File: config.mk
export PLATFORM = sky130hd
export DESIGN_NAME = uart_regbank
export DESIGN_NICKNAME = d
export VERILOG_FILES = /design/src/rtl/uart_regbank_pkg.sv /design/src/rtl/uart_cmd_decode.sv /design/src/rtl/uart_irq_ctrl.sv /design/src/rtl/uart_cfg_regs.sv /design/src/rtl/uart_regbank.sv
export SDC_FILE = /design/constraint.sdc
export NUM_CORES = 1
export LEC_CHECK = 0
export BUFFER_PORTS_ARGS = -buffer_cell sky130_fd_sc_hd__buf_2
export CAP_MARGIN = 10
export CELL_PAD_IN_SITES_DETAIL_PLACEMENT = 1
export CELL_PAD_IN_SITES_GLOBAL_PLACEMENT = 2
export CORE_MARGIN = 3
export CORE_UTILIZATION = 32
export DETAILED_ROUTE_END_ITERATION = 8
export GPL_TIMING_DRIVEN = 0
export PLACE_DENSITY = 0.88
export RECOVER_POWER = 50
export SYNTH_ARGS = -nofsm -noshare
export SYNTH_HDL_FRONTEND = slang
export SYNTH_SLANG_ARGS = --single-unit
File: constraint.sdc
create_clock -name clk -period 1.75 [get_ports clk]
set_input_delay 0.0875 -clock clk [delete_from_list [all_inputs] [get_ports clk]]
set_output_delay 0.0875 -clock clk [all_outputs]
set_load 0.01 [all_outputs]
File: src/rtl/uart_regbank_pkg.sv
package uart_regbank_pkg;

    localparam int ADDR_W = 8;
    localparam int DATA_W = 32;

    // byte offsets of the register words
    localparam logic [7:0] OFF_CMD    = 8'h00;
    localparam logic [7:0] OFF_MODE   = 8'h04;
    localparam logic [7:0] OFF_ISET   = 8'h08;
    localparam logic [7:0] OFF_ICLR   = 8'h0C;
    localparam logic [7:0] OFF_IMASK  = 8'h10;
    localparam logic [7:0] OFF_STAT   = 8'h14;
    localparam logic [7:0] OFF_RXCH   = 8'h18;
    localparam logic [7:0] OFF_TXCH   = 8'h1C;
    localparam logic [7:0] OFF_BAUD   = 8'h20;
    localparam logic [7:0] OFF_MATCH  = 8'h24;
    localparam logic [7:0] OFF_LOCK   = 8'hE4;

    localparam logic [23:0] LOCK_KEY  = 24'h554152;

    // source positions shared by set, clear, mask and status words
    localparam int SB_RXRDY = 0;
    localparam int SB_TXRDY = 1;
    localparam int SB_OVR   = 5;
    localparam int SB_FRM   = 6;
    localparam int SB_PAR   = 7;
    localparam int SB_TXEMP = 9;
    localparam int SB_MATCH = 15;
    localparam logic [15:0] SRC_BITS = 16'h82E3;

    localparam logic [31:0] MODE_BITS  = 32'h0000_DE10;
    localparam logic [31:0] BAUD_BITS  = 32'h0000_FFFF;
    localparam logic [31:0] MATCH_BITS = 32'h00FF_50FF;

    typedef struct packed {
        logic rx_rst;
        logic tx_rst;
        logic rx_on;
        logic rx_off;
        logic tx_on;
        logic tx_off;
        logic sta_rst;
        logic req_clr;
    } cmd_t;

endpackage

File: src/rtl/uart_cmd_decode.sv
module uart_cmd_decode
    import uart_regbank_pkg::*;
(
    input  logic       clk,
    input  logic       rst_n,
    input  logic       cmd_hit,
    // {req_clr, sta_rst, tx_off, tx_on, rx_off, rx_on, tx_rst, rx_rst}
    input  logic [7:0] cmd_bits,
    output cmd_t       cmd_o
);

    cmd_t cmd_d, cmd_q;

    always_comb begin
        cmd_d = '0;
        if (cmd_hit) begin
            cmd_d.rx_rst  = cmd_bits[0];
            cmd_d.tx_rst  = cmd_bits[1];
            // a disable request overrides an enable in the same write
            cmd_d.rx_on   = cmd_bits[2] & ~cmd_bits[3];
            cmd_d.rx_off  = cmd_bits[3];
            cmd_d.tx_on   = cmd_bits[4] & ~cmd_bits[5];
            cmd_d.tx_off  = cmd_bits[5];
            cmd_d.sta_rst = cmd_bits[6];
            cmd_d.req_clr = cmd_bits[7];
        end
    end

    always_ff @(posedge clk or negedge rst_n) begin
        if (!rst_n) cmd_q <= '0;
        else        cmd_q <= cmd_d;
    end

    assign cmd_o = cmd_q;

endmodule

File: src/rtl/uart_irq_ctrl.sv
module uart_irq_ctrl
    import uart_regbank_pkg::*;
#(
    parameter int SRC_W = 16
) (
    input  logic             clk,
    input  logic             rst_n,
    input  logic             set_hit,
    input  logic             clr_hit,
    input  logic [SRC_W-1:0] wbits,
    input  logic             sta_clear,
    input  logic             rx_ready_i,
    input  logic             tx_ready_i,
    input  logic             tx_empty_i,
    input  logic             err_ovr_i,
    input  logic             err_frm_i,
    input  logic             err_par_i,
    input  logic             match_i,
    output logic [SRC_W-1:0] status_o,
    output logic [SRC_W-1:0] mask_o,
    output logic             irq_o
);

    localparam logic [SRC_W-1:0] SRC = SRC_W'(SRC_BITS);

    typedef struct packed {
        logic [SRC_W-1:0] mask;
        logic             ovr;
        logic             frm;
        logic             par;
        logic             mat;
    } irq_state_t;

    irq_state_t st_d, st_q;
    logic [SRC_W-1:0] status;

    always_comb begin
        st_d = st_q;
        if (set_hit) st_d.mask = st_d.mask | (wbits & SRC);
        if (clr_hit) st_d.mask = st_d.mask & ~wbits;
        // clear first, then a same-cycle event still lands
        if (sta_clear) begin
            st_d.ovr = 1'b0;
            st_d.frm = 1'b0;
            st_d.par = 1'b0;
            st_d.mat = 1'b0;
        end
        if (err_ovr_i) st_d.ovr = 1'b1;
        if (err_frm_i) st_d.frm = 1'b1;
        if (err_par_i) st_d.par = 1'b1;
        if (match_i)   st_d.mat = 1'b1;
    end

    always_ff @(posedge clk or negedge rst_n) begin
        if (!rst_n) st_q <= '0;
        else        st_q <= st_d;
    end

    always_comb begin
        status           = '0;
        status[SB_RXRDY] = rx_ready_i;
        status[SB_TXRDY] = tx_ready_i;
        status[SB_OVR]   = st_q.ovr;
        status[SB_FRM]   = st_q.frm;
        status[SB_PAR]   = st_q.par;
        status[SB_TXEMP] = tx_empty_i;
        status[SB_MATCH] = st_q.mat;
    end

    assign status_o = status;
    assign mask_o   = st_q.mask;
    assign irq_o    = |(status & st_q.mask);

endmodule

File: src/rtl/uart_cfg_regs.sv
module uart_cfg_regs
    import uart_regbank_pkg::*;
#(
    parameter int DW = 32
) (
    input  logic          clk,
    input  logic          rst_n,
    input  logic          mode_hit,
    input  logic          baud_hit,
    input  logic          match_hit,
    input  logic          lock_hit,
    input  logic [DW-1:0] wdata,
    output logic [DW-1:0] mode_o,
    output logic [DW-1:0] baud_o,
    output logic [DW-1:0] match_o,
    output logic          locked_o
);

    localparam int KEY_LSB = 8;

    typedef struct packed {
        logic [DW-1:0] mode;
        logic [DW-1:0] baud;
        logic [DW-1:0] match;
        logic          locked;
    } cfg_state_t;

    cfg_state_t st_d, st_q;
    logic       key_ok;

    assign key_ok = (wdata[DW-1:KEY_LSB] == LOCK_KEY);

    always_comb begin
        st_d = st_q;
        if (!st_q.locked) begin
            if (mode_hit)  st_d.mode  = wdata & DW'(MODE_BITS);
            if (baud_hit)  st_d.baud  = wdata & DW'(BAUD_BITS);
            if (match_hit) st_d.match = wdata & DW'(MATCH_BITS);
        end
        if (lock_hit && key_ok) st_d.locked = wdata[0];
    end

    always_ff @(posedge clk or negedge rst_n) begin
        if (!rst_n) st_q <= '0;
        else        st_q <= st_d;
    end

    assign mode_o   = st_q.mode;
    assign baud_o   = st_q.baud;
    assign match_o  = st_q.match;
    assign locked_o = st_q.locked;

endmodule

File: src/rtl/uart_regbank.sv
module uart_regbank
    import uart_regbank_pkg::*;
(
    input  logic              clk,
    input  logic              rst_n,
    input  logic              bus_wr,
    input  logic              bus_rd,
    input  logic [ADDR_W-1:0] bus_addr,
    input  logic [DATA_W-1:0] bus_wdata,
    output logic [DATA_W-1:0] bus_rdata,
    input  logic              rx_ready_i,
    input  logic              tx_ready_i,
    input  logic              tx_empty_i,
    input  logic              err_ovr_i,
    input  logic              err_frm_i,
    input  logic              err_par_i,
    input  logic              match_i,
    input  logic [7:0]        rx_char_i,
    output logic              rx_rst_o,
    output logic              tx_rst_o,
    output logic              rx_en_o,
    output logic              rx_dis_o,
    output logic              tx_en_o,
    output logic              tx_dis_o,
    output logic              sta_rst_o,
    output logic              req_clr_o,
    output logic              rx_pop_o,
    output logic              tx_push_o,
    output logic [7:0]        tx_char_o,
    output logic              filter_o,
    output logic [2:0]        parity_o,
    output logic              clk_src_o,
    output logic [1:0]        chan_mode_o,
    output logic [15:0]       baud_div_o,
    output logic [7:0]        match_lo_o,
    output logic [7:0]        match_hi_o,
    output logic              match_start_o,
    output logic              match_par_o,
    output logic              irq_o
);

    localparam int SRC_W = 16;

    logic wr_cmd, wr_mode, wr_iset, wr_iclr, wr_txch, wr_baud, wr_match, wr_lock;
    logic sta_clear;
    cmd_t cmd;
    logic [SRC_W-1:0]  status_w, mask_w;
    logic [DATA_W-1:0] mode_w, baud_w, match_w;
    logic              lock_w;

    assign wr_cmd   = bus_wr && (bus_addr == OFF_CMD);
    assign wr_mode  = bus_wr && (bus_addr == OFF_MODE);
    assign wr_iset  = bus_wr && (bus_addr == OFF_ISET);
    assign wr_iclr  = bus_wr && (bus_addr == OFF_ICLR);
    assign wr_txch  = bus_wr && (bus_addr == OFF_TXCH);
    assign wr_baud  = bus_wr && (bus_addr == OFF_BAUD);
    assign wr_match = bus_wr && (bus_addr == OFF_MATCH);
    assign wr_lock  = bus_wr && (bus_addr == OFF_LOCK);
    assign sta_clear = wr_cmd && bus_wdata[8];

    uart_cmd_decode u_cmd (
        .clk      (clk),
        .rst_n    (rst_n),
        .cmd_hit  (wr_cmd),
        .cmd_bits ({bus_wdata[12], bus_wdata[8:2]}),
        .cmd_o    (cmd)
    );

    uart_irq_ctrl #(.SRC_W(SRC_W)) u_irq (
        .clk        (clk),
        .rst_n      (rst_n),
        .set_hit    (wr_iset),
        .clr_hit    (wr_iclr),
        .wbits      (bus_wdata[SRC_W-1:0]),
        .sta_clear  (sta_clear),
        .rx_ready_i (rx_ready_i),
        .tx_ready_i (tx_ready_i),
        .tx_empty_i (tx_empty_i),
        .err_ovr_i  (err_ovr_i),
        .err_frm_i  (err_frm_i),
        .err_par_i  (err_par_i),
        .match_i    (match_i),
        .status_o   (status_w),
        .mask_o     (mask_w),
        .irq_o      (irq_o)
    );

    uart_cfg_regs #(.DW(DATA_W)) u_cfg (
        .clk       (clk),
        .rst_n     (rst_n),
        .mode_hit  (wr_mode),
        .baud_hit  (wr_baud),
        .match_hit (wr_match),
        .lock_hit  (wr_lock),
        .wdata     (bus_wdata),
        .mode_o    (mode_w),
        .baud_o    (baud_w),
        .match_o   (match_w),
        .locked_o  (lock_w)
    );

    // bus-side registers: read data, pop and push strobes
    typedef struct packed {
        logic [DATA_W-1:0] rdata;
        logic              pop;
        logic              push;
        logic [7:0]        txch;
    } bus_state_t;

    bus_state_t bs_d, bs_q;

    always_comb begin
        bs_d       = bs_q;
        bs_d.rdata = '0;
        bs_d.pop   = 1'b0;
        bs_d.push  = 1'b0;
        if (bus_rd) begin
            unique case (bus_addr)
                OFF_MODE:  bs_d.rdata = mode_w;
                OFF_IMASK: bs_d.rdata = DATA_W'(mask_w);
                OFF_STAT:  bs_d.rdata = DATA_W'(status_w);
                OFF_RXCH: begin
                    bs_d.rdata = DATA_W'(rx_char_i);
                    bs_d.pop   = 1'b1;
                end
                OFF_BAUD:  bs_d.rdata = baud_w;
                OFF_MATCH: bs_d.rdata = match_w;
                OFF_LOCK:  bs_d.rdata = DATA_W'(lock_w);
                default:   bs_d.rdata = '0;
            endcase
        end
        if (wr_txch) begin
            bs_d.push = 1'b1;
            bs_d.txch = bus_wdata[7:0];
        end
    end

    always_ff @(posedge clk or negedge rst_n) begin
        if (!rst_n) bs_q <= '0;
        else        bs_q <= bs_d;
    end

    assign bus_rdata = bs_q.rdata;
    assign rx_pop_o  = bs_q.pop;
    assign tx_push_o = bs_q.push;
    assign tx_char_o = bs_q.txch;

    assign rx_rst_o  = cmd.rx_rst;
    assign tx_rst_o  = cmd.tx_rst;
    assign rx_en_o   = cmd.rx_on;
    assign rx_dis_o  = cmd.rx_off;
    assign tx_en_o   = cmd.tx_on;
    assign tx_dis_o  = cmd.tx_off;
    assign sta_rst_o = cmd.sta_rst;
    assign req_clr_o = cmd.req_clr;

    assign filter_o      = mode_w[4];
    assign parity_o      = mode_w[11:9];
    assign clk_src_o     = mode_w[12];
    assign chan_mode_o   = mode_w[15:14];
    assign baud_div_o    = baud_w[15:0];
    assign match_lo_o    = match_w[7:0];
    assign match_start_o = match_w[12];
    assign match_par_o   = match_w[14];
    assign match_hi_o    = match_w[23:16];

endmodule

# [Word level (Yosys, flattened, before mapping)]
# Cells that the tools add are included.
# Widths: inputs -> output; s select.
[classes] bitwise_logic=9 reduce_logical=19 eq_ne=11 mux=12
[op_table] cell="$pmux 24 s7" n=1
[op_table] cell="$mux 33" n=1
[op_table] cell="$and 16x16->16" n=2
[op_table] cell="$eq 8x5->1 const B" n=4
[op_table] cell="$mux 16" n=2
[op_table] cell="$eq 24x23->1 const B" n=1
[op_table] cell="$eq 8x4->1 const B" n=2
[op_table] cell="$eq 8x6->1 const B" n=2
[op_table] cell="$not 16->16" n=1
[op_table] cell="$or 16x16->16" n=1
[op_table] cell="$reduce_or 16->1" n=1
[op_table] cell="$logic_and 1x1->1" n=10
[op_table] cell="$mux 9" n=1
[op_table] cell="$eq 8x3->1 const B" n=1
[op_table] cell="$eq 8x8->1 const B" n=1
[op_table] cell="$logic_not 8->1" n=1
[op_table] cell="$mux 8" n=1
[op_table] cell="$reduce_bool 2->1" n=4
[op_table] cell="$reduce_and 2->1" n=3
[op_table] cell="$mux 1" n=5
[op_table] cell="$mux 4" n=1
[op_table] cell="$not 1->1" n=3
[op_table] cell="$and 1x1->1" n=2
[word_totals] in_bits=59 register_bits=112 out_inout_bits=92

# [Longest topological paths before layout]
[depth] depth_word=5 ltp_mapped=6 mapped_depth_nobuf=4

# [Cells and area by module]
# A second synthesis with hierarchy kept.
[unflattened] hier_cells=435 hier_area_um2=5452.7
[modules_own_cells] mod="uart_regbank" cells_per_inst=195 n_inst=1 area_per_inst_um2=2302.2 seq_area_each_um2=1051.0
[modules_own_cells] mod="uart_cfg_regs" cells_per_inst=158 n_inst=1 area_per_inst_um2=2083.2 seq_area_each_um2=1051.0
[modules_own_cells] mod="uart_irq_ctrl" cells_per_inst=66 n_inst=1 area_per_inst_um2=804.5 seq_area_each_um2=500.5
[modules_own_cells] mod="uart_cmd_decode" cells_per_inst=16 n_inst=1 area_per_inst_um2=262.8 seq_area_each_um2=200.2

# [Least setup slack after synthesis]
# Ideal clock, no wire load.
[synth_path] kind="input to register" start="input bus_addr[2]" end="register u_cfg.st_q (netlist bit u_cfg.locked_o)" arrival_time_ps=1457 setup_time_ps=125 stages=5 setup_slack_ps=168 n_path_buf=2 cell_sequence="buf_2 -> or4b_1 -> buf_2 -> nor4_1 -> mux2_2"
[synth_via] elab_chain_len=3
[synth_lines] item="start, declared" line="uart_regbank.sv:8" text="input logic [ADDR_W-1:0] bus_addr,"
[synth_lines] item="$eq 8x8->1" line="uart_regbank.sv:58" text="assign wr_lock = bus_wr && (bus_addr == OFF_LOCK);"
[synth_lines] item="$logic_and 1x1->1" line="uart_regbank.sv:58"
[synth_lines] item="$logic_and 1x1->1" line="uart_cfg_regs.sv:40" text="if (lock_hit && key_ok) st_d.locked = wdata[0];"
[synth_lines] item="end signal, assigned" line="uart_cfg_regs.sv:45" text="else st_q <= st_d;"
[synth_lines] item="end, declared" line="uart_cfg_regs.sv:28" text="cfg_state_t st_d, st_q;"
# No other way between the ends.
# A chain may end at the register's enable or synchronous reset.

# [Final worst setup path]
[layout_path] start="register u_cfg.st_q (netlist bit u_cfg.locked_o)" end="register u_cfg.st_q (netlist bit u_cfg.baud_o[15])"
[layout_via] elab_chain_len=2
[layout_lines] item="$not 1->1 (no source line)"
[layout_lines] item="$reduce_and 2->1 (no source line)"
# No other way between the ends.

==> results.json <==
{
  "fp-row-count": 42,
  "routedWlPerCell_um": 20.6,
  "synth_compound_area_frac": 0.122,
  "status": "finished clean",
  "whs_ps": 7.08,
  "area_growth_pct": 31.0,
  "synthXorXnorAreaFrac": 0.00195,
  "cts_buffer_depth": 2,
  "numCtsBuffers": 9,
  "synth-edff-count": 0,
  "crit_arrival_ps": 1950,
  "synth-seq-cells": 104,
  "use_met2": 0.316,
  "critPathMaxStageDelay_ps": 390,
  "crit_family": "simple AND/OR/NAND/NOR gates",
  "synth_area_per_cell_sq_um": 12.8,
  "cpMaxStageDelayCell": "dfrtp_1",
  "coreArea_sq_um": 13500,
  "cts_num_sinks": 104,
  "finish.instance_area_sq_um": 5890,
  "synthAdderAreaFrac": 0,
  "die_x_um": 125,
  "drive_gt1_frac": 0.298,
  "synthFlopType": "dfrtp_1",
  "path_clk_slew_ps": 70,
  "hold_viol": 0,
  "io_pins": 151,
  "tightestPinTransition_ps": 1210,
  "grtUsageTotal": 0.189,
  "cp.required_ps": 1980,
  "antenna_left": 0,
  "synth_cell_types": 52,
  "gr-total-overflow": 0,
  "grt_antenna_before_repair": 1,
  "drc_errors": 0,
  "grtUsageMet1": 0.233,
  "period_share": 0.978,
  "synthArstFlopShare": 1.00,
  "ir_drop_mv": 0.576,
  "diodes": 0,
  "cp_cell_sequence": "and2b_1, nand3_2, buf_4, mux2_2",
  "finalSetupViolCount": 0,
  "htreeDepth": 3,
  "grt_max_degree": 58,
  "yosys.area.top_type_share": 0.579,
  "min_period_ps": 1710,
  "start_util": 0.333,
  "critical_path_class": "flip-flop to flip-flop",
  "relSlewSlack": 0.191,
  "syn-cell-area_sq_um": 4500,
  "yosys.area_share.simple": 0.130,
  "vias_per_cell": 5.04,
  "met3_usage": 0.0545,
  "drv_cap": 0,
  "die_height_um": 125,
  "synth_area_leaders": "dfrtp_1, mux2_2, a22o_1, a22oi_1, a21oi_1",
  "grt_setup_unrepaired": "true",
  "port_buffers": 137,
  "worstSetupEndpointType": "flip-flop",
  "cts_tree": "yes",
  "nets": 588,
  "muxShareOfSynthArea": 0.130,
  "startpoint_type": "flip-flop",
  "synth_area_leader_cell": "dfrtp_1",
  "vias": 3580,
  "skew_ps": 4.18,
  "grt_pass1_wl_um": 22500,
  "yosys_warnings": 0,
  "worst-path-buf-inv": 1,
  "worstSkewPairLatency_ps": 350,
  "drt_wl_total_um": 14600,
  "synth_seq_area_share": 0.579,
  "place_area_sq_um": 5460,
  "drt_iter0_drc": 180,
  "drv_slew": 0,
  "hp-class": "input pin to flip-flop",
  "routabilityCongestion": 0.789,
  "synth_top_family_by_area": "multiplexers",
  "clock.fmax_ghz": 0.584,
  "drt_pass1_iterations": 5,
  "busiest_layer": "met2",
  "leakage_uw": 0.00280,
  "synthCells": 350,
  "postCtsSetupRepairBufs": 0,
  "worstPathMaxFanout": 10,
  "grt_pass1_vias": 3932,
  "dieArea_sq_um": 15500,
  "root_buffer": "clkbuf_16",
  "final_core_util": 0.436,
  "power_density_nw_per_um2": 841,
  "dp_hpwl_um": 10800
}
-- where the power goes --
group / internal [uW] / switching (uW)
registers: 2470 / 50.3
clock network: 1080 / 873
logic: 208 / 275
total: 3750 / 1200
-- layer usage --
metal	share of wire	wire, um
met2	0.50	7250
met4	0.013	184
met1	0.42	6160
met5	0.00048	7
met3	0.068	990
-- layout make-up --
| class | instances | area [sq um] |
|---|---|---|
| buffer | 25 | 149 |
| sequential | 104 | 2600 |
| clock inverter | 2 | 12.5 |
| timing repair buffer | 162 | 851 |
| tap | 176 | 220 |
| fill | 1533 | 7610 |
| inverter | 3 | 11.3 |
| multi-input combinational | 224 | 1770 |
| clock buffer | 14 | 274 |
-- registers in the layout (all words and copies together), names as in the netlist, named ones only --
signal	count
bus_rdata	24
u_irq.mask_o	9
u_cfg.locked_o	1
u_cfg.mode_o	7
u_cfg.baud_o	16
tx_char_o	8
tx_push_o	1
u_irq.status_o	4
u_cmd.cmd_o	8
rx_pop_o	1
u_cfg.match_o	18
-- kinds of logic (layout without fill, tap and decap cells) --
logic type	Yosys count	after routing
XOR/XNOR	1	1
flip-flops	104	104
buffers and inverters	29	206
AO/OA/AOI/OAI	77	77
AND/OR/NAND/NOR	86	86
other	1	8
multiplexers	52	52
-- stage by stage --
stage	instances	setup TNS (ps)	setup WS, ps	power, uW
3_5_place_dp	671	-12440	-477	3020
5_1_grt	710	-134	-23.7	5170
2_1_floorplan	357	0	168	2740
6_report	710	0	38.7	4950
4_1_cts	710	0	35.0	5020
3_3_place_gp	670	-64870	-528	2990
-- Yosys cell counts (2+ instances only) --
master	instances
a21oi_1	22
buf_2	11
nand2_1	13
o32a_1	2
inv_1	3
clkbuf_1	5
nand3_1	11
nor2_1	8
a21o_1	4
nor4bb_1	2
a21boi_0	9
nand2_4	2
and3b_1	2
nor4_1	2
nor4b_4	2
and2_1	7
a221oi_1	2
and3_1	10
a22oi_1	15
nor3_1	5
and4b_1	2
a22o_1	13
nor4b_1	2
a31oi_1	3
dfrtp_1	104
buf_4	9
nor2b_1	3
mux2_2	52
nand4_1	2
-- layout by cell type, fill, tap and decap left out, types with 3 or more instances in the layout --
cell type and instances:
nand3_1 11, mux2_2 52, nor3_1 5, clkbuf_8 3
a21boi_0 9, and2_1 7, and3_1 10, clkbuf_16 9
a21o_1 4, a22oi_1 15, a21oi_1 22, clkbuf_1 88
conb_1 8, a22o_1 13, a31oi_1 3, nor2b_1 3
inv_1 3, buf_2 65, buf_4 9, nand2_1 13
dlygate4sd3_1 24, nor2_1 7, dfrtp_1 104
-- final timing paths --
path                       cells after the start  slack [ps]               end           start
min                                            2           7   u_irq.mask_o[8]    bus_wdata[8]
min in group asynchronous                      2         530     bus_rdata[11]           rst_n
max                                            4          40  u_cfg.baud_o[15]  u_cfg.locked_o
max reg2reg                                    4          40  u_cfg.baud_o[15]  u_cfg.locked_o
max in group asynchronous                      3         340         async pin           rst_n
min reg2reg                                    1         510      tx_char_o[6]    tx_char_o[6]
-- what timing repair did --
item | CTS | global route
pin swaps | 0 | 0
cloned | 0 | 0
hold buffers | 24 | 0
resized for setup | 0 | 3
endpoints found under the hold margin | 71 | 0
setup endpoints to repair | 4 | 21
Note: power is estimated with default switching activity, not from simulation.
